[src/rtl/spi_fram_pkg.sv]
package spi_fram_pkg;

  localparam logic [7:0] OP_ARM      = 8'h06;
  localparam logic [7:0] OP_DISARM   = 8'h04;
  localparam logic [7:0] OP_STAT_RD  = 8'h05;
  localparam logic [7:0] OP_STAT_WR  = 8'h01;
  localparam logic [7:0] OP_READ     = 8'h03;
  localparam logic [7:0] OP_WRITE    = 8'h02;

  typedef enum logic [2:0] {
    PH_CMD, PH_ADDR, PH_RDATA, PH_WDATA, PH_STAT_RD, PH_STAT_WR, PH_SKIP
  } phase_t;

  // top2 holds the two most significant address bits
  function automatic logic region_locked(input logic [1:0] lvl, input logic [1:0] top2);
    case (lvl)
      2'b00:   return 1'b0;
      2'b01:   return top2 == 2'b11;
      2'b10:   return top2[1];
      default: return 1'b1;
    endcase
  endfunction

  function automatic logic [7:0] pack_status(input logic guard, input logic [1:0] lvl,
                                             input logic arm);
    return {guard, 3'b000, lvl, arm, 1'b0};
  endfunction

endpackage

[src/rtl/spi_fram_pins.sv]
module spi_fram_pins (
  input  logic clk,
  input  logic rst_n,
  input  logic spi_clk,
  input  logic spi_sel_n,
  input  logic pause_n,
  output logic bit_rise,
  output logic bit_fall,
  output logic sel_start,
  output logic sel_end,
  output logic held
);
  logic clk_q, sel_q, pause_q, held_q, active;

  always_ff @(posedge clk or negedge rst_n) begin
    if (!rst_n) begin
      clk_q   <= 1'b0;
      sel_q   <= 1'b1;
      pause_q <= 1'b1;
      held_q  <= 1'b0;
    end else begin
      clk_q   <= spi_clk;
      sel_q   <= spi_sel_n;
      pause_q <= pause_n;
      if (spi_sel_n)
        held_q <= 1'b0;
      else if (!spi_clk && (pause_q != pause_n))
        held_q <= !pause_n;
    end
  end

  assign active    = !spi_sel_n && !held_q;
  assign bit_rise  = active && spi_clk && !clk_q;
  assign bit_fall  = active && !spi_clk && clk_q;
  assign sel_start = sel_q && !spi_sel_n;
  assign sel_end   = !sel_q && spi_sel_n;
  assign held      = held_q;
endmodule

[src/rtl/spi_fram_status.sv]
module spi_fram_status (
  input  logic       clk,
  input  logic       rst_n,
  input  logic       arm_set,
  input  logic       arm_clr,
  input  logic       stat_wr,
  input  logic       new_guard,
  input  logic [1:0] new_lvl,
  input  logic       lock_pin_n,
  output logic       arm,
  output logic       guard,
  output logic [1:0] lvl,
  output logic       stat_ok,
  output logic [7:0] stat_byte
);
  import spi_fram_pkg::*;

  assign stat_ok   = arm && !(guard && !lock_pin_n);
  assign stat_byte = pack_status(guard, lvl, arm);

  always_ff @(posedge clk or negedge rst_n) begin
    if (!rst_n) begin
      arm   <= 1'b0;
      guard <= 1'b0;
      lvl   <= 2'b00;
    end else begin
      if (arm_clr)      arm <= 1'b0;
      else if (arm_set) arm <= 1'b1;
      if (stat_wr && stat_ok) begin
        guard <= new_guard;
        lvl   <= new_lvl;
      end
    end
  end
endmodule

[src/rtl/spi_fram_seq.sv]
module spi_fram_seq #(
  parameter int AW = 11
) (
  input  logic          clk,
  input  logic          rst_n,
  input  logic          bit_rise,
  input  logic          bit_fall,
  input  logic          sel_start,
  input  logic          sel_end,
  input  logic          spi_mosi,
  input  logic          arm,
  input  logic [1:0]    lvl,
  input  logic [7:0]    stat_byte,
  input  logic [7:0]    mem_rdata,
  output logic          miso_q,
  output logic          mem_re,
  output logic          mem_we,
  output logic [AW-1:0] mem_addr,
  output logic [7:0]    mem_wdata,
  output logic          arm_set,
  output logic          arm_clr,
  output logic          stat_wr,
  output logic          new_guard,
  output logic [1:0]    new_lvl,
  output logic          byte_done,
  output logic [2:0]    bit_cnt
);
  import spi_fram_pkg::*;
  localparam int HI_W = AW - 8;

  phase_t        phase;
  logic [6:0]    shreg;
  logic [7:0]    rx_byte, tx_buf;
  logic [AW-1:0] ptr;
  logic          is_read, hi_seen, clr_pend, rd_pend, wr_ok;

  assign rx_byte   = {shreg, spi_mosi};
  assign byte_done = bit_rise && (bit_cnt == 3'd7);
  assign arm_set   = byte_done && (phase == PH_CMD) && (rx_byte == OP_ARM);
  assign arm_clr   = sel_end && clr_pend;
  assign stat_wr   = byte_done && (phase == PH_STAT_WR);
  assign new_guard = rx_byte[7];
  assign new_lvl   = rx_byte[3:2];
  assign wr_ok     = arm && !region_locked(lvl, ptr[AW-1:AW-2]);

  always_ff @(posedge clk or negedge rst_n) begin
    if (!rst_n) begin
      phase     <= PH_SKIP;
      bit_cnt   <= '0;
      shreg     <= '0;
      tx_buf    <= '0;
      ptr       <= '0;
      is_read   <= 1'b0;
      hi_seen   <= 1'b0;
      clr_pend  <= 1'b0;
      rd_pend   <= 1'b0;
      miso_q    <= 1'b0;
      mem_re    <= 1'b0;
      mem_we    <= 1'b0;
      mem_addr  <= '0;
      mem_wdata <= '0;
    end else begin
      mem_re  <= 1'b0;
      mem_we  <= 1'b0;
      rd_pend <= mem_re;
      if (rd_pend) tx_buf <= mem_rdata;
      if (sel_start) begin
        phase    <= PH_CMD;
        bit_cnt  <= '0;
        hi_seen  <= 1'b0;
        clr_pend <= 1'b0;
      end else if (sel_end) begin
        phase <= PH_SKIP;
      end else begin
        if (bit_rise) begin
          bit_cnt <= bit_cnt + 3'd1;
          shreg   <= {shreg[5:0], spi_mosi};
        end
        if (byte_done) begin
          case (phase)
            PH_CMD: begin
              case (rx_byte)
                OP_READ:    begin phase <= PH_ADDR; is_read <= 1'b1; end
                OP_WRITE:   begin phase <= PH_ADDR; is_read <= 1'b0; clr_pend <= 1'b1; end
                OP_STAT_RD: begin phase <= PH_STAT_RD; tx_buf <= stat_byte; end
                OP_STAT_WR: begin phase <= PH_STAT_WR; clr_pend <= 1'b1; end
                OP_DISARM:  begin phase <= PH_SKIP; clr_pend <= 1'b1; end
                default:    phase <= PH_SKIP;
              endcase
            end
            PH_ADDR: begin
              if (!hi_seen) begin
                hi_seen        <= 1'b1;
                ptr[AW-1:8]    <= rx_byte[HI_W-1:0];
              end else begin
                ptr[7:0] <= rx_byte;
                if (is_read) begin
                  mem_re   <= 1'b1;
                  mem_addr <= {ptr[AW-1:8], rx_byte};
                  phase    <= PH_RDATA;
                end else begin
                  phase <= PH_WDATA;
                end
              end
            end
            PH_RDATA: begin
              ptr      <= ptr + 1'b1;
              mem_re   <= 1'b1;
              mem_addr <= ptr + 1'b1;
            end
            PH_WDATA: begin
              mem_we    <= wr_ok;
              mem_addr  <= ptr;
              mem_wdata <= rx_byte;
              ptr       <= ptr + 1'b1;
            end
            PH_STAT_RD: tx_buf <= stat_byte;
            PH_STAT_WR: phase <= PH_SKIP;
            default: ;
          endcase
        end
        if (bit_fall && (phase == PH_RDATA || phase == PH_STAT_RD))
          miso_q <= tx_buf[~bit_cnt];
      end
    end
  end
endmodule

[src/rtl/spi_fram_slave.sv]
module spi_fram_slave #(
  parameter int AW = 11
) (
  input  logic          clk,
  input  logic          rst_n,
  input  logic          spi_clk,
  input  logic          spi_sel_n,
  input  logic          spi_mosi,
  input  logic          lock_pin_n,
  input  logic          pause_n,
  output logic          spi_miso,
  output logic          spi_miso_oe,
  output logic [AW-1:0] mem_addr,
  output logic [7:0]    mem_wdata,
  output logic          mem_we,
  output logic          mem_re,
  input  logic [7:0]    mem_rdata
);
  logic       bit_rise, bit_fall, sel_start, sel_end, held;
  logic       arm, guard, stat_ok, arm_set, arm_clr, stat_wr, new_guard, byte_done;
  logic [1:0] lvl, new_lvl;
  logic [7:0] stat_byte;
  logic [2:0] bit_cnt;

  spi_fram_pins u_pins (
    .clk(clk), .rst_n(rst_n), .spi_clk(spi_clk), .spi_sel_n(spi_sel_n),
    .pause_n(pause_n), .bit_rise(bit_rise), .bit_fall(bit_fall),
    .sel_start(sel_start), .sel_end(sel_end), .held(held)
  );

  spi_fram_status u_status (
    .clk(clk), .rst_n(rst_n), .arm_set(arm_set), .arm_clr(arm_clr),
    .stat_wr(stat_wr), .new_guard(new_guard), .new_lvl(new_lvl),
    .lock_pin_n(lock_pin_n), .arm(arm), .guard(guard), .lvl(lvl),
    .stat_ok(stat_ok), .stat_byte(stat_byte)
  );

  spi_fram_seq #(.AW(AW)) u_seq (
    .clk(clk), .rst_n(rst_n), .bit_rise(bit_rise), .bit_fall(bit_fall),
    .sel_start(sel_start), .sel_end(sel_end), .spi_mosi(spi_mosi),
    .arm(arm), .lvl(lvl), .stat_byte(stat_byte), .mem_rdata(mem_rdata),
    .miso_q(spi_miso), .mem_re(mem_re), .mem_we(mem_we), .mem_addr(mem_addr),
    .mem_wdata(mem_wdata), .arm_set(arm_set), .arm_clr(arm_clr),
    .stat_wr(stat_wr), .new_guard(new_guard), .new_lvl(new_lvl),
    .byte_done(byte_done), .bit_cnt(bit_cnt)
  );

  assign spi_miso_oe = !spi_sel_n && pause_n;
endmodule

[config.mk]
export PLATFORM = sky130hd
export DESIGN_NAME = spi_fram_slave
export DESIGN_NICKNAME = d
export VERILOG_FILES = /design/src/rtl/spi_fram_pkg.sv /design/src/rtl/spi_fram_pins.sv /design/src/rtl/spi_fram_status.sv /design/src/rtl/spi_fram_seq.sv /design/src/rtl/spi_fram_slave.sv
export SDC_FILE = /design/constraint.sdc
export NUM_CORES = 1
export LEC_CHECK = 0
export BUFFER_PORTS_ARGS = -buffer_cell sky130_fd_sc_hd__buf_2
export CAP_MARGIN = 5
export CORE_MARGIN = 2
export CORE_UTILIZATION = 45
export CTS_CLUSTER_DIAMETER = 150
export DETAILED_ROUTE_END_ITERATION = 8
export PLACE_DENSITY = 0.76
export SYNTH_ARGS = -nofsm -noshare
export SYNTH_HDL_FRONTEND = slang
export SYNTH_HIERARCHICAL = 1
export SYNTH_SLANG_ARGS = --single-unit
[constraint.sdc]
create_clock -name clk -period 3.5 [get_ports clk]
set_input_delay 0.175 -clock clk [delete_from_list [all_inputs] [get_ports clk]]
set_output_delay 0.175 -clock clk [all_outputs]
set_load 0.005 [all_outputs]
# After elaboration in Yosys (flattened, before gate mapping)
# Index checks and enable logic that the tools add are counted.
op_classes:
  n_addsub: 2
  magnitude_cmp: 1
  eq_ne: 21
  mux: 49
  bitwise: 3
  n_reduce_logical: 57
op_table:
  columns: ["cell", "n"]
  rows:
  - ["2-to-1 mux 8 bit", 6]
  - ["case mux 11 bit (3 select lines)", 1]
  - ["equality test 8 x 3 -> 1 bit, second input constant", 3]
  - ["2-to-1 mux 1 bit", 24]
  - ["2-to-1 mux 3 bit", 8]
  - ["2-to-1 mux 11 bit", 2]
  - ["case mux 11 bit (2 select lines)", 1]
  - ["logical AND 1 bit", 19]
  - ["case mux 3 bit (3 select lines)", 2]
  - ["nonzero test 2 bit", 9]
  - ["equality test 8 x 2 -> 1 bit, second input constant", 2]
  - ["case mux 8 bit (2 select lines)", 1]
  - ["AND reduction 5 bit", 3]
  - ["AND reduction 3 bit", 4]
  - ["adder 11 x 1 -> 11 bit, second input constant", 1]
  - ["equality test 3 bit, second input constant", 3]
  - ["logical NOT 1 bit", 9]
  - ["equality test 8 x 1 -> 1 bit, second input constant", 1]
  - ["AND reduction 4 bit", 2]
  - ["equality test 3 x 2 -> 1 bit, second input constant", 2]
  - ["AND reduction 6 bit", 1]
  - ["nonzero test 3 bit", 2]
  - ["nonzero test 5 bit", 1]
  - ["equality test 2 bit, second input constant", 2]
  - ["19 further kinds", 24]
totals:
  reg_bits: 66
  in_bits: 15
  out_inout_bits: 23
  elab_cells: 155

# Logic depth before layout (Yosys ltp)
# Gate-level depths: netlist of the first run.
logic_depth:
  word_depth: 9
  ltp_mapped: 7
  depth_no_buf: 7

# Hierarchy
# Netlist of the first run, hierarchy kept.
by_module_without_submodules:
  columns: ["module", "instances", "cells_each", "area_each_um2", "seq_area_each_um2"]
  rows:
  - ["spi_fram_seq", 1, 319, 3215.6, 1453.9]
  - ["spi_fram_status", 1, 23, 232.7, 100.1]
  - ["spi_fram_pins", 1, 12, 157.7, 102.6]
  - ["spi_fram_slave", 1, 1, 13.8, 0.0]

# Least setup slack after synthesis of the first run
# OpenSTA, ideal clock, no wires.
synth_path:
  path_kind: "flip-flop to flip-flop"
  startpoint: "register u_pins.clk_q"
  endpoint: "register u_seq.phase[0]"
  setup_ps: 78
  arrival_time_ps: 2321
  required_ps: 3422
  path_slack_ps: 1100
  stages_incl_launch_ff: 6
  path_buffers: 0
  synth_period_minus_slack_ps: 2400
  path_cell_list: "dfrtp_1 -> nor4b_1 -> nand4bb_4 -> or4b_2 -> or3_1 -> a21oi_1"
synth_via:
  elab_chain_len: 5
synth_lines:
  columns: ["item", "line_no", "source"]
  rows:
  - ["from (decl)", "spi_fram_pins.sv:13", "logic clk_q, sel_q, pause_q, held_q, active;"]
  - ["from (signal assigned)", "spi_fram_pins.sv:22", "clk_q <= spi_clk;"]
  - ["logical NOT 1 bit", "spi_fram_pins.sv:33", "assign bit_rise = active && spi_clk && !clk_q;"]
  - ["logical AND 1 bit", "spi_fram_pins.sv:33", null]
  - ["net bit_rise", "spi_fram_slave.sv:19", "logic bit_rise, bit_fall, sel_start, sel_end, held;"]
  - ["logical AND 1 bit", "spi_fram_seq.sv:38", "assign byte_done = bit_rise && (bit_cnt == 3'd7);"]
  - ["nonzero test 3 bit (no line)", null, null]
  - ["AND reduction 3 bit (no line)", null, null]
  - ["to (signal assigned)", "spi_fram_seq.sv:48", "phase <= PH_SKIP;"]
  - ["to (signal assigned)", "spi_fram_seq.sv:68", "phase <= PH_CMD;"]
  - ["to (signal assigned)", "spi_fram_seq.sv:73", "phase <= PH_SKIP;"]
  - ["to (decl)", "spi_fram_seq.sv:31", "phase_t phase;"]
# The timed path passes the listed nets, and every way through them passes these cells.
# A chain may end at the register's enable or synchronous reset.

# Worst setup path in the final report of the first run
layout_path:
  startpoint: "input port spi_sel_n"
  endpoint: "register u_seq.mem_addr[5]"
layout_via:
  word_cells_on_any_way: 10
  cone_classes: "bitwise: 2; reduce/logical: 8"
layout_lines:
  columns: ["item", "line_no", "source"]
  rows:
  - ["from (decl)", "spi_fram_slave.sv:7", "input logic spi_sel_n,"]
  - ["logical NOT 1 bit", "spi_fram_pins.sv:35", "assign sel_start = sel_q && !spi_sel_n;"]
  - ["logical AND 1 bit", "spi_fram_pins.sv:35", null]
  - ["net sel_start", "spi_fram_slave.sv:19", null]
  - ["inverter 1 bit (no line)", null, null]
  - ["AND reduction 6 bit (no line)", null, null]
  - ["to (signal assigned)", "spi_fram_seq.sv:99", "mem_addr <= {ptr[AW-1:8], rx_byte};"]
  - ["to (signal assigned)", "spi_fram_seq.sv:109", "mem_addr <= ptr + 1'b1;"]
  - ["to (signal assigned)", "spi_fram_seq.sv:113", "mem_addr <= ptr;"]
  - ["to (decl)", "spi_fram_seq.sv:18", "output logic [AW-1:0] mem_addr,"]
# The timed path passes the listed nets, and every way through them passes these cells.

==> results of run 1 <==
## cell usage in the layout (no fill, tap or decap), types with 6 or more instances in the layout
master / instances
a21oi_1: 17
buf_2: 37
clkbuf_8: 9
dfrtp_1: 62
inv_1: 6
mux2_2: 35
nand2_1: 32
nand3_1: 12
nor2_1: 25
nor3_1: 8
nor4_1: 7
o21ai_0: 14
xnor2_1: 6
## metrics by stage
stage,hold slack [ps],area [µm²],std cells
floorplan,-120.6,3623,357
global placement,277.7,3805,466
detailed placement,290.7,3805,466
CTS,143.6,4025,486
global route,183.6,4025,486
finish,158.7,4025,486
## power by group through the flow
| stage | registers (µW) | clock network, µW | logic (µW) |
|---|---|---|---|
| after CTS | 904 | 614 | 316 |
| after global placement | 913 | 0 | 306 |
| after floorplan | 848 | 0 | 295 |
| after global routing | 915 | 653 | 351 |
| after detailed placement | 918 | 0 | 312 |
| final | 907 | 601 | 318 |
## cell type report
class | instances | area, µm²
clock buffers | 12 | 135.1
clock inverters | 4 | 45.04
fillers | 717 | 3742
inverters | 6 | 22.52
multi-input cells | 250 | 1775
flip-flops and latches | 66 | 1657
well taps | 102 | 127.6
repair buffers | 46 | 262.8
## tightest hold or removal path: cells and delay by family
family	cells	cell delay [ps]
buffers and inverters	1	110
and+or+nand+nor	1	60
AOI/OAI and AO/OA	1	120
## metal layers
| metal | vias to the layer above | wire [µm] | global-route usage [%] | part of all wire (%) |
|---|---|---|---|---|
| li1 | 1318 | - | - | - |
| met1 | 1338 | 3596 | 26.88 | 46 |
| met2 | 80 | 3595 | 28.90 | 46 |
| met3 | 8 | 439 | 3.465 | 5.7 |
| met4 | 0 | 120 | 8.454 | 1.5 |
| met5 | - | 0 | 0 | 0 |
## worst min path at each step
| stage | to | slack, ps | startpoint |
|---|---|---|---|
| after floorplan | u_pins/clk_q$_DFF_PN0_ | -120 | rst_n |
| after global placement | u_pins/held$_DFFE_PN0P_ | 280 | rst_n |
| after detailed placement | u_pins/held$_DFFE_PN0P_ | 290 | rst_n |
| after CTS | u_status/guard$_DFFE_PN0P_ | 140 | lock_pin_n |
| after global routing | u_status/guard$_DFFE_PN0P_ | 180 | lock_pin_n |
| final | u_status/guard$_DFFE_PN0P_ | 160 | lock_pin_n |
## flip-flops by register name, summed over array words and instances (netlist names)
signal and cells:
u_pins/clk_q 1, u_pins/pause_q 1, u_seq/clr_pend 1, u_seq/mem_re 1, u_seq/bit_cnt 3, u_seq/miso_q 1, u_status/arm 1, u_pins/sel_q 1
u_status/lvl 2, u_status/guard 1, u_seq/mem_we 1, u_seq/is_read 1, u_seq/shreg 7, u_seq/tx_buf 8, u_seq/rd_pend 1, u_seq/ptr 11
u_seq/mem_wdata 8, u_seq/mem_addr 11, u_seq/phase 3, u_pins/held 1, u_seq/hi_seen 1
==> report_table.html, run 1 <==
<table>
<tr><th>Metric</th><th>Value</th></tr>
<tr><th colspan="2">Setup path</th></tr>
<tr><td>Maximum net fanout on the critical path</td><td>11</td></tr>
<tr><td>Endpoint of the most critical register-to-register path</td><td>u_seq/mem_wdata[2]$_DFFE_PN0P_</td></tr>
<tr><td>Critical Path End Type</td><td>register</td></tr>
<tr><td>Slowest-stage cell, CP</td><td>dlygate4sd3_1</td></tr>
<tr><td>Number of logic stages on the critical path including buffering</td><td>8</td></tr>
<tr><td>R2r setup slk</td><td>between 1000 and 1500 ps</td></tr>
<tr><td>Crit path max-delay family</td><td>simple AND/OR/NAND/NOR gates</td></tr>
<tr><td>Worst r2r src</td><td>u_seq/bit_cnt[0]$_DFFE_PN0P_</td></tr>
<tr><td>Critical Path Max Stage Delay</td><td>between 500 and 600 ps</td></tr>
<tr><td>Required @ worst endpoint</td><td>3720 ps</td></tr>
<tr><td>Worst path bufs/invs</td><td>3</td></tr>
<tr><td>Worst-path cell chain</td><td>dlygate4sd3_1 &gt; buf_2 &gt; and2b_1 &gt; or2_2 &gt; nor4_1 &gt; buf_4 &gt; o311ai_0 &gt; o32a_1</td></tr>
<tr><td>Worst setup path startpoint</td><td>spi_sel_n</td></tr>
<tr><td>Worst Setup EP</td><td>u_seq/mem_addr[5]$_DFFE_PN0P_</td></tr>
<tr><td>Launching element type of the critical path</td><td>primary input</td></tr>
<tr><td>CP Class</td><td>in -&gt; reg</td></tr>
<tr><td>Arrival @ worst endpoint</td><td>2670 ps</td></tr>
<tr><td>R2R cell count</td><td>5</td></tr>
<tr><th colspan="2">Clock tree</th></tr>
<tr><td>Resized cells post-CTS</td><td>0</td></tr>
<tr><td>Num CTS Buffers</td><td>9</td></tr>
<tr><td>Clock Latency Late Sink</td><td>between 300 and 400 ps</td></tr>
<tr><td>Clk root buf</td><td>clkbuf_8</td></tr>
<tr><td>Worst-path clk slew</td><td>approximately 70 ps</td></tr>
<tr><td>CTS Hold Buffers Added</td><td>4</td></tr>
<tr><td>Post-CTS Repair Setup Buffers</td><td>0</td></tr>
<tr><td>Buffer levels on the longest clock path</td><td>2</td></tr>
<tr><td>Number of sinks driven by the clock tree</td><td>66</td></tr>
<tr><td>Max H-tree Level</td><td>3</td></tr>
<tr><td>Clock tree from TritonCTS</td><td>yes</td></tr>
<tr><th colspan="2">Power and ir drop</th></tr>
<tr><td>Sum of internal, switching and leakage power</td><td>1827 µW</td></tr>
<tr><td>Switching share of power</td><td>between 30% and 40%</td></tr>
<tr><td>Portion of total power attributed to sequential cells</td><td>~50%</td></tr>
<tr><td>Leakage power summed over all cells</td><td>about 0.0018 µW</td></tr>
<tr><td>Cell internal power dissipation</td><td>between 1000 and 1500 µW</td></tr>
<tr><td>Net switching power</td><td>~550 µW</td></tr>
<tr><td>Fraction of power consumed by combinational cells</td><td>17.4%</td></tr>
<tr><td>Clock Power Share</td><td>between 30% and 40%</td></tr>
<tr><td>Ratio of total power to cell area</td><td>453.8 nW/µm²</td></tr>
<tr><td>VDD IR max</td><td>between 0.3 and 0.4 mV</td></tr>
<tr><th colspan="2">Placement</th></tr>
<tr><td>Final weighted congestion of routability-driven global placement</td><td>0.8532</td></tr>
<tr><td>Final HPWL DP</td><td>5378 µm</td></tr>
<tr><td>Port bufs</td><td>37</td></tr>
<tr><td>Setup slack at placement</td><td>1129 ps</td></tr>
<tr><th colspan="2">Timing</th></tr>
<tr><td>Unrepaired setup endpoints after global routing</td><td>false</td></tr>
<tr><td>Final setup violation count</td><td>0</td></tr>
<tr><td>Total Neg Setup Slack</td><td>0 ps</td></tr>
<tr><td>Post-layout minimum cycle time</td><td>2454 ps</td></tr>
<tr><td>Number of hold-slack violations in the final timing report</td><td>0</td></tr>
<tr><td>Max-slew headroom</td><td>51.12%</td></tr>
<tr><td>Worst path setup slack after routing</td><td>~1000 ps</td></tr>
<tr><td>Count of pins over their slew limit</td><td>0</td></tr>
<tr><td>Max Clock Skew</td><td>11.22 ps</td></tr>
<tr><td>Highest attainable clock frequency</td><td>407.5 MHz</td></tr>
<tr><td>Tightest Pin Transition</td><td>733.2 ps</td></tr>
<tr><td>Period utilisation layout</td><td>between 70 and 80%</td></tr>
<tr><th colspan="2">Routing</th></tr>
<tr><td>Vias per cell</td><td>5.646</td></tr>
<tr><td>Routed Antenna Nets</td><td>0</td></tr>
<tr><td>Number of design-rule violations left by the first detailed-router iteration</td><td>187</td></tr>
<tr><td>Post-route DRC</td><td>0</td></tr>
<tr><td>First drt pass iteration count</td><td>5</td></tr>
<tr><td>Total wire length</td><td>7751 µm</td></tr>
<tr><td>Routed wire length per instance</td><td>15.95 µm</td></tr>
<tr><td>Routed via count</td><td>2,744</td></tr>
<tr><th colspan="2">Global route</th></tr>
<tr><td>Pin count of the biggest net entering global routing</td><td>35</td></tr>
<tr><td>Aggregate global routing overflow</td><td>0</td></tr>
<tr><td>Number of antenna violations at the first check in global routing</td><td>0</td></tr>
<tr><td>GRT Total Usage</td><td>19.09%</td></tr>
<tr><td>Wire length of the first global-routing pass</td><td>13,100 µm</td></tr>
<tr><td>Vias in the first global route</td><td>2,654</td></tr>
<tr><th colspan="2">Run</th></tr>
<tr><td>Count of maximum capacitance violations</td><td>0</td></tr>
<tr><th colspan="2">Synthesis</th></tr>
<tr><td>Cell area after synthesis</td><td>3612 µm²</td></tr>
<tr><td>Synthesized instance count</td><td>354</td></tr>
<tr><td>Mean instance size in the synthesized netlist</td><td>10.20 µm²</td></tr>
<tr><td>Total number of yosys warnings</td><td>6</td></tr>
<tr><th colspan="2">Min path</th></tr>
<tr><td>Hold Crit Class</td><td>in -&gt; reg</td></tr>
<tr><td>Number of stages on the worst hold path</td><td>3</td></tr>
<tr><th colspan="2">Floorplan</th></tr>
<tr><td>Die W</td><td>93.60 µm</td></tr>
<tr><td>Die footprint</td><td>8760 µm²</td></tr>
<tr><td>Die extent in y</td><td>93.60 µm</td></tr>
<tr><td>Initial Utilization</td><td>a little under half</td></tr>
<tr><td>Number of top-level design ports</td><td>38</td></tr>
<tr><td>Number of cell rows</td><td>32</td></tr>
<tr><td>Standard cell core area</td><td>between 7000 and 8000 µm²</td></tr>
<tr><th colspan="2">Run status</th></tr>
<tr><td>Result of the run</td><td>completed</td></tr>
<tr><th colspan="2">Final layout</th></tr>
<tr><td>Area overhead of the layout relative to synthesis</td><td>11.43%</td></tr>
<tr><td>Utilization of the core after routing</td><td>between 50 and 60%</td></tr>
<tr><td>Antenna fix cells</td><td>0</td></tr>
<tr><td>Layout cell share with drive strength beyond 1</td><td>29.17%</td></tr>
<tr><td>Post-layout net count</td><td>397</td></tr>
</table>
Note: power is estimated with default switching activity, not from simulation.
==> run 2, diff against run 1 <==
--- a/config.mk
+++ b/config.mk
@@ -5,6 +5,7 @@
 export SDC_FILE = /design/constraint.sdc
 export NUM_CORES = 1
 export LEC_CHECK = 0
+export ABC_AREA = 1
 export BUFFER_PORTS_ARGS = -buffer_cell sky130_fd_sc_hd__buf_2
 export CAP_MARGIN = 5
 export CORE_MARGIN = 2
==> constraint.sdc (replaced) <==
create_clock -name clk -period 2.5 [get_ports clk]
set_input_delay 0.125 -clock clk [delete_from_list [all_inputs] [get_ports clk]]
set_output_delay 0.125 -clock clk [all_outputs]
set_load 0.005 [all_outputs]
==> run 2 against run 1 <==
  * Area after synthesis up 2.6%
  * Hold slack worse by 67 ps
  * Sequential cell count unchanged
  * Setup slack worse by 500 ps
  * Critical path depth up 2
  * Combinational power up 31%
  * Cell count up 34%
  * Final area up 3.9%
  * Highest routed layer unchanged
==> report_table.html, run 2 <==
<table>
<tr><th>Metric</th><th>Value</th></tr>
<tr><th colspan="2">Run status</th></tr>
<tr><td>Result of the run</td><td>completed</td></tr>
<tr><th colspan="2">Synthesis</th></tr>
<tr><td>Synthesized instance count</td><td>about 500</td></tr>
<tr><td>Mean instance size in the synthesized netlist</td><td>~7.4 µm²</td></tr>
<tr><td>Cell area after synthesis</td><td>around 3700 µm²</td></tr>
<tr><td>Total number of yosys warnings</td><td>6</td></tr>
<tr><th colspan="2">Timing</th></tr>
<tr><td>Period utilisation layout</td><td>around 78%</td></tr>
<tr><td>Highest attainable clock frequency</td><td>510.8 MHz</td></tr>
<tr><td>Number of hold-slack violations in the final timing report</td><td>0</td></tr>
<tr><td>Total Neg Setup Slack</td><td>0 ps</td></tr>
<tr><td>Count of pins over their slew limit</td><td>0</td></tr>
<tr><td>Tightest Pin Transition</td><td>725.3 ps</td></tr>
<tr><td>Max Clock Skew</td><td>around 7.6 ps</td></tr>
<tr><td>Final setup violation count</td><td>0</td></tr>
<tr><td>Max-slew headroom</td><td>around 52%</td></tr>
<tr><td>Unrepaired setup endpoints after global routing</td><td>false</td></tr>
<tr><td>Post-layout minimum cycle time</td><td>1958 ps</td></tr>
<tr><th colspan="2">Placement</th></tr>
<tr><td>Count of placed standard cells including taps</td><td>629</td></tr>
<tr><td>Port bufs</td><td>37</td></tr>
<tr><td>Post-Place Cell Area</td><td>3945 µm²</td></tr>
<tr><td>Final HPWL DP</td><td>6387 µm</td></tr>
<tr><td>Final weighted congestion of routability-driven global placement</td><td>0.9403</td></tr>
<tr><th colspan="2">Clock tree</th></tr>
<tr><td>Buffer levels on the longest clock path</td><td>2</td></tr>
<tr><td>Worst-path clk slew</td><td>~70 ps</td></tr>
<tr><td>Resized cells post-CTS</td><td>0</td></tr>
<tr><td>Clk root buf</td><td>clkbuf_8</td></tr>
<tr><td>Num CTS Buffers</td><td>9</td></tr>
<tr><td>Clock tree from TritonCTS</td><td>yes</td></tr>
<tr><td>Max H-tree Level</td><td>3</td></tr>
<tr><td>Number of sinks driven by the clock tree</td><td>66</td></tr>
<tr><td>Clock Latency Late Sink</td><td>about 340 ps</td></tr>
<tr><th colspan="2">Final layout</th></tr>
<tr><td>Final Non-Filler Cells</td><td>~650</td></tr>
<tr><td>Largest registers</td><td>u_seq/mem_addr (11), u_seq/ptr (11)</td></tr>
<tr><td>Post-layout net count</td><td>557</td></tr>
<tr><td>Final-layout fill cell count</td><td>812</td></tr>
<tr><td>Antenna fix cells</td><td>0</td></tr>
<tr><td>Final cell area excluding filler cells</td><td>between 4000 and 5000 µm²</td></tr>
<tr><td>Area overhead of the layout relative to synthesis</td><td>12.83%</td></tr>
<tr><td>Leading cell types in the layout, fill and taps excluded</td><td>nand2_1, dfrtp_1, inv_1, nor2_1, buf_2</td></tr>
<tr><td>Layout cell share with drive strength beyond 1</td><td>16.73%</td></tr>
<tr><td>Most common cell after layout, fill and taps aside</td><td>nand2_1</td></tr>
<tr><th colspan="2">Power and ir drop</th></tr>
<tr><td>Ratio of total power to cell area</td><td>between 500 and 600 nW/µm²</td></tr>
<tr><td>Sum of internal, switching and leakage power</td><td>roughly 2500 µW</td></tr>
<tr><td>VDD IR max</td><td>~0.28 mV</td></tr>
<tr><td>Leakage power summed over all cells</td><td>0.002247 µW</td></tr>
<tr><th colspan="2">Setup path</th></tr>
<tr><td>Number of logic stages on the critical path including buffering</td><td>10</td></tr>
<tr><td>Maximum net fanout on the critical path</td><td>18</td></tr>
<tr><td>Critical Path End Type</td><td>register</td></tr>
<tr><td>Crit path max-delay family</td><td>simple AND/OR/NAND/NOR gates</td></tr>
<tr><td>Slowest-stage cell, CP</td><td>dfrtp_1</td></tr>
<tr><td>Required @ worst endpoint</td><td>around 2700 ps</td></tr>
<tr><td>R2R cell count</td><td>10</td></tr>
<tr><td>CP Class</td><td>reg -&gt; reg</td></tr>
<tr><td>Worst path bufs/invs</td><td>2</td></tr>
<tr><td>Arrival @ worst endpoint</td><td>about 2200 ps</td></tr>
<tr><td>Critical Path Max Stage Delay</td><td>about 490 ps</td></tr>
<tr><td>Cell seen most often among critical-path stages</td><td>ha_1</td></tr>
<tr><td>Launching element type of the critical path</td><td>register</td></tr>
<tr><td>Worst-path cell chain</td><td>ha_1 &gt; ha_1 &gt; nand2_2 &gt; clkinv_2 &gt; nand2_4 &gt; nor2_8 &gt; nand3_4 &gt; clkinv_1 &gt; o21ai_0 &gt; nand2_1</td></tr>
<tr><th colspan="2">Floorplan</th></tr>
<tr><td>Number of cell rows</td><td>33</td></tr>
<tr><td>Number of top-level design ports</td><td>38</td></tr>
<tr><td>Die extent in y</td><td>94.74 µm</td></tr>
<tr><td>Standard cell core area</td><td>8093 µm²</td></tr>
<tr><td>Initial Utilization</td><td>45.78%</td></tr>
<tr><td>Die footprint</td><td>about 9000 µm²</td></tr>
<tr><td>Die W</td><td>94.74 µm</td></tr>
<tr><th colspan="2">Routing</th></tr>
<tr><td>Total wire length</td><td>8595 µm</td></tr>
<tr><td>Routed wire length per instance</td><td>13.24 µm</td></tr>
<tr><td>First drt pass iteration count</td><td>5</td></tr>
<tr><td>Vias per cell</td><td>5.080</td></tr>
<tr><td>Routed Antenna Nets</td><td>0</td></tr>
<tr><td>Routed via count</td><td>3,297</td></tr>
<tr><td>Number of design-rule violations left by the first detailed-router iteration</td><td>305</td></tr>
<tr><td>Post-route DRC</td><td>0</td></tr>
<tr><th colspan="2">Global route</th></tr>
<tr><td>Number of antenna violations at the first check in global routing</td><td>0</td></tr>
<tr><td>Pin count of the biggest net entering global routing</td><td>36</td></tr>
<tr><td>Vias in the first global route</td><td>3,087</td></tr>
<tr><td>GRT Total Usage</td><td>20.55%</td></tr>
<tr><td>Aggregate global routing overflow</td><td>0</td></tr>
<tr><td>Wire length of the first global-routing pass</td><td>~14,000 µm</td></tr>
<tr><th colspan="2">Run</th></tr>
<tr><td>Count of maximum capacitance violations</td><td>0</td></tr>
<tr><th colspan="2">Min path</th></tr>
<tr><td>Hold Crit Class</td><td>in -&gt; reg</td></tr>
<tr><td>Number of stages on the worst hold path</td><td>3</td></tr>
</table>
-- run 2: cell type report --
cell class | count | area [µm²] | share of cell area, %
flip-flops and latches | 66 | 1657 | 39.63
repair buffers | 43 | 252.7 | 6.046
clock inverters | 5 | 53.80 | 1.287
well taps | 105 | 131.4 | 3.143
multi-input cells | 351 | 1688 | 40.38
inverters | 68 | 256.5 | 6.136
clock buffers | 11 | 141.4 | 3.382
-- run 2: final timing paths --
path | from | to | slack (ps)
min in group asynchronous | rst_n | u_seq/mem_addr[4]$_DFFE_PN0P_ | 370
hold / removal | spi_mosi | u_seq/is_read$_DFFE_PN0P_ | 90
hold reg to reg | u_seq/mem_re$_DFF_PN0_ | u_seq/rd_pend$_DFF_PN0_ | 370
setup reg to reg | u_seq/bit_cnt[0]$_DFFE_PN0P_ | u_seq/mem_addr[3]$_DFFE_PN0P_ | 540
max in group asynchronous | rst_n | u_pins/pause_q$_DFF_PN1_ | 1420
setup / recovery | u_seq/bit_cnt[0]$_DFFE_PN0P_ | u_seq/mem_addr[3]$_DFFE_PN0P_ | 540
-- run 2: worst register-to-register path: stages (launching register included) --
cell and delay [ps]:
dfrtp_1 490, ha_1 250, ha_1 190, nand2_2 100, clkinv_2 90, nand2_4 130
nor2_8 60, nand3_4 170, clkinv_1 160, o21ai_0 120, nand2_1 80
-- run 2: what timing repair did --
item,CTS,global route
buffers inserted,0,0
hold buffers,4,0
endpoints found under the setup margin,0,0
hold endpoints to repair,34,0
-- run 2: power breakdown --
| group | switching, µW | total, µW | leakage, µW | internal [µW] |
|---|---|---|---|---|
| logic | 290 | 418 | 0.00132 | 127 |
| registers | 70.1 | 1190 | 0.000826 | 1120 |
| clock network | 408 | 893 | 0.000103 | 485 |
| total | 769 | 2500 | 0.00225 | 1730 |
-- run 2: metal layers --
metal | vias to the layer above | global-route usage [%] | part of all wire (%)
met1 | 1518 | 29.08 | 47
met4 | 0 | 6.763 | 1.7
met5 | - | 0 | 0
met3 | 13 | 4.230 | 5.9
li1 | 1663 | - | -
met2 | 103 | 31.56 | 45
-- run 2: per-stage QoR --
| stage | hold WS [ps] | worst slack (ps) | utilization, % |
|---|---|---|---|
| after floorplan | -170.6 | 725.3 | - |
| after global placement | 216.4 | 687.2 | 48.75 |
| after detailed placement | 223.5 | 560.2 | 48.75 |
| after CTS | 77.10 | 545.1 | 51.65 |
| after global routing | 93.47 | 369.5 | 51.65 |
| final | 91.77 | 542.3 | 51.65 |
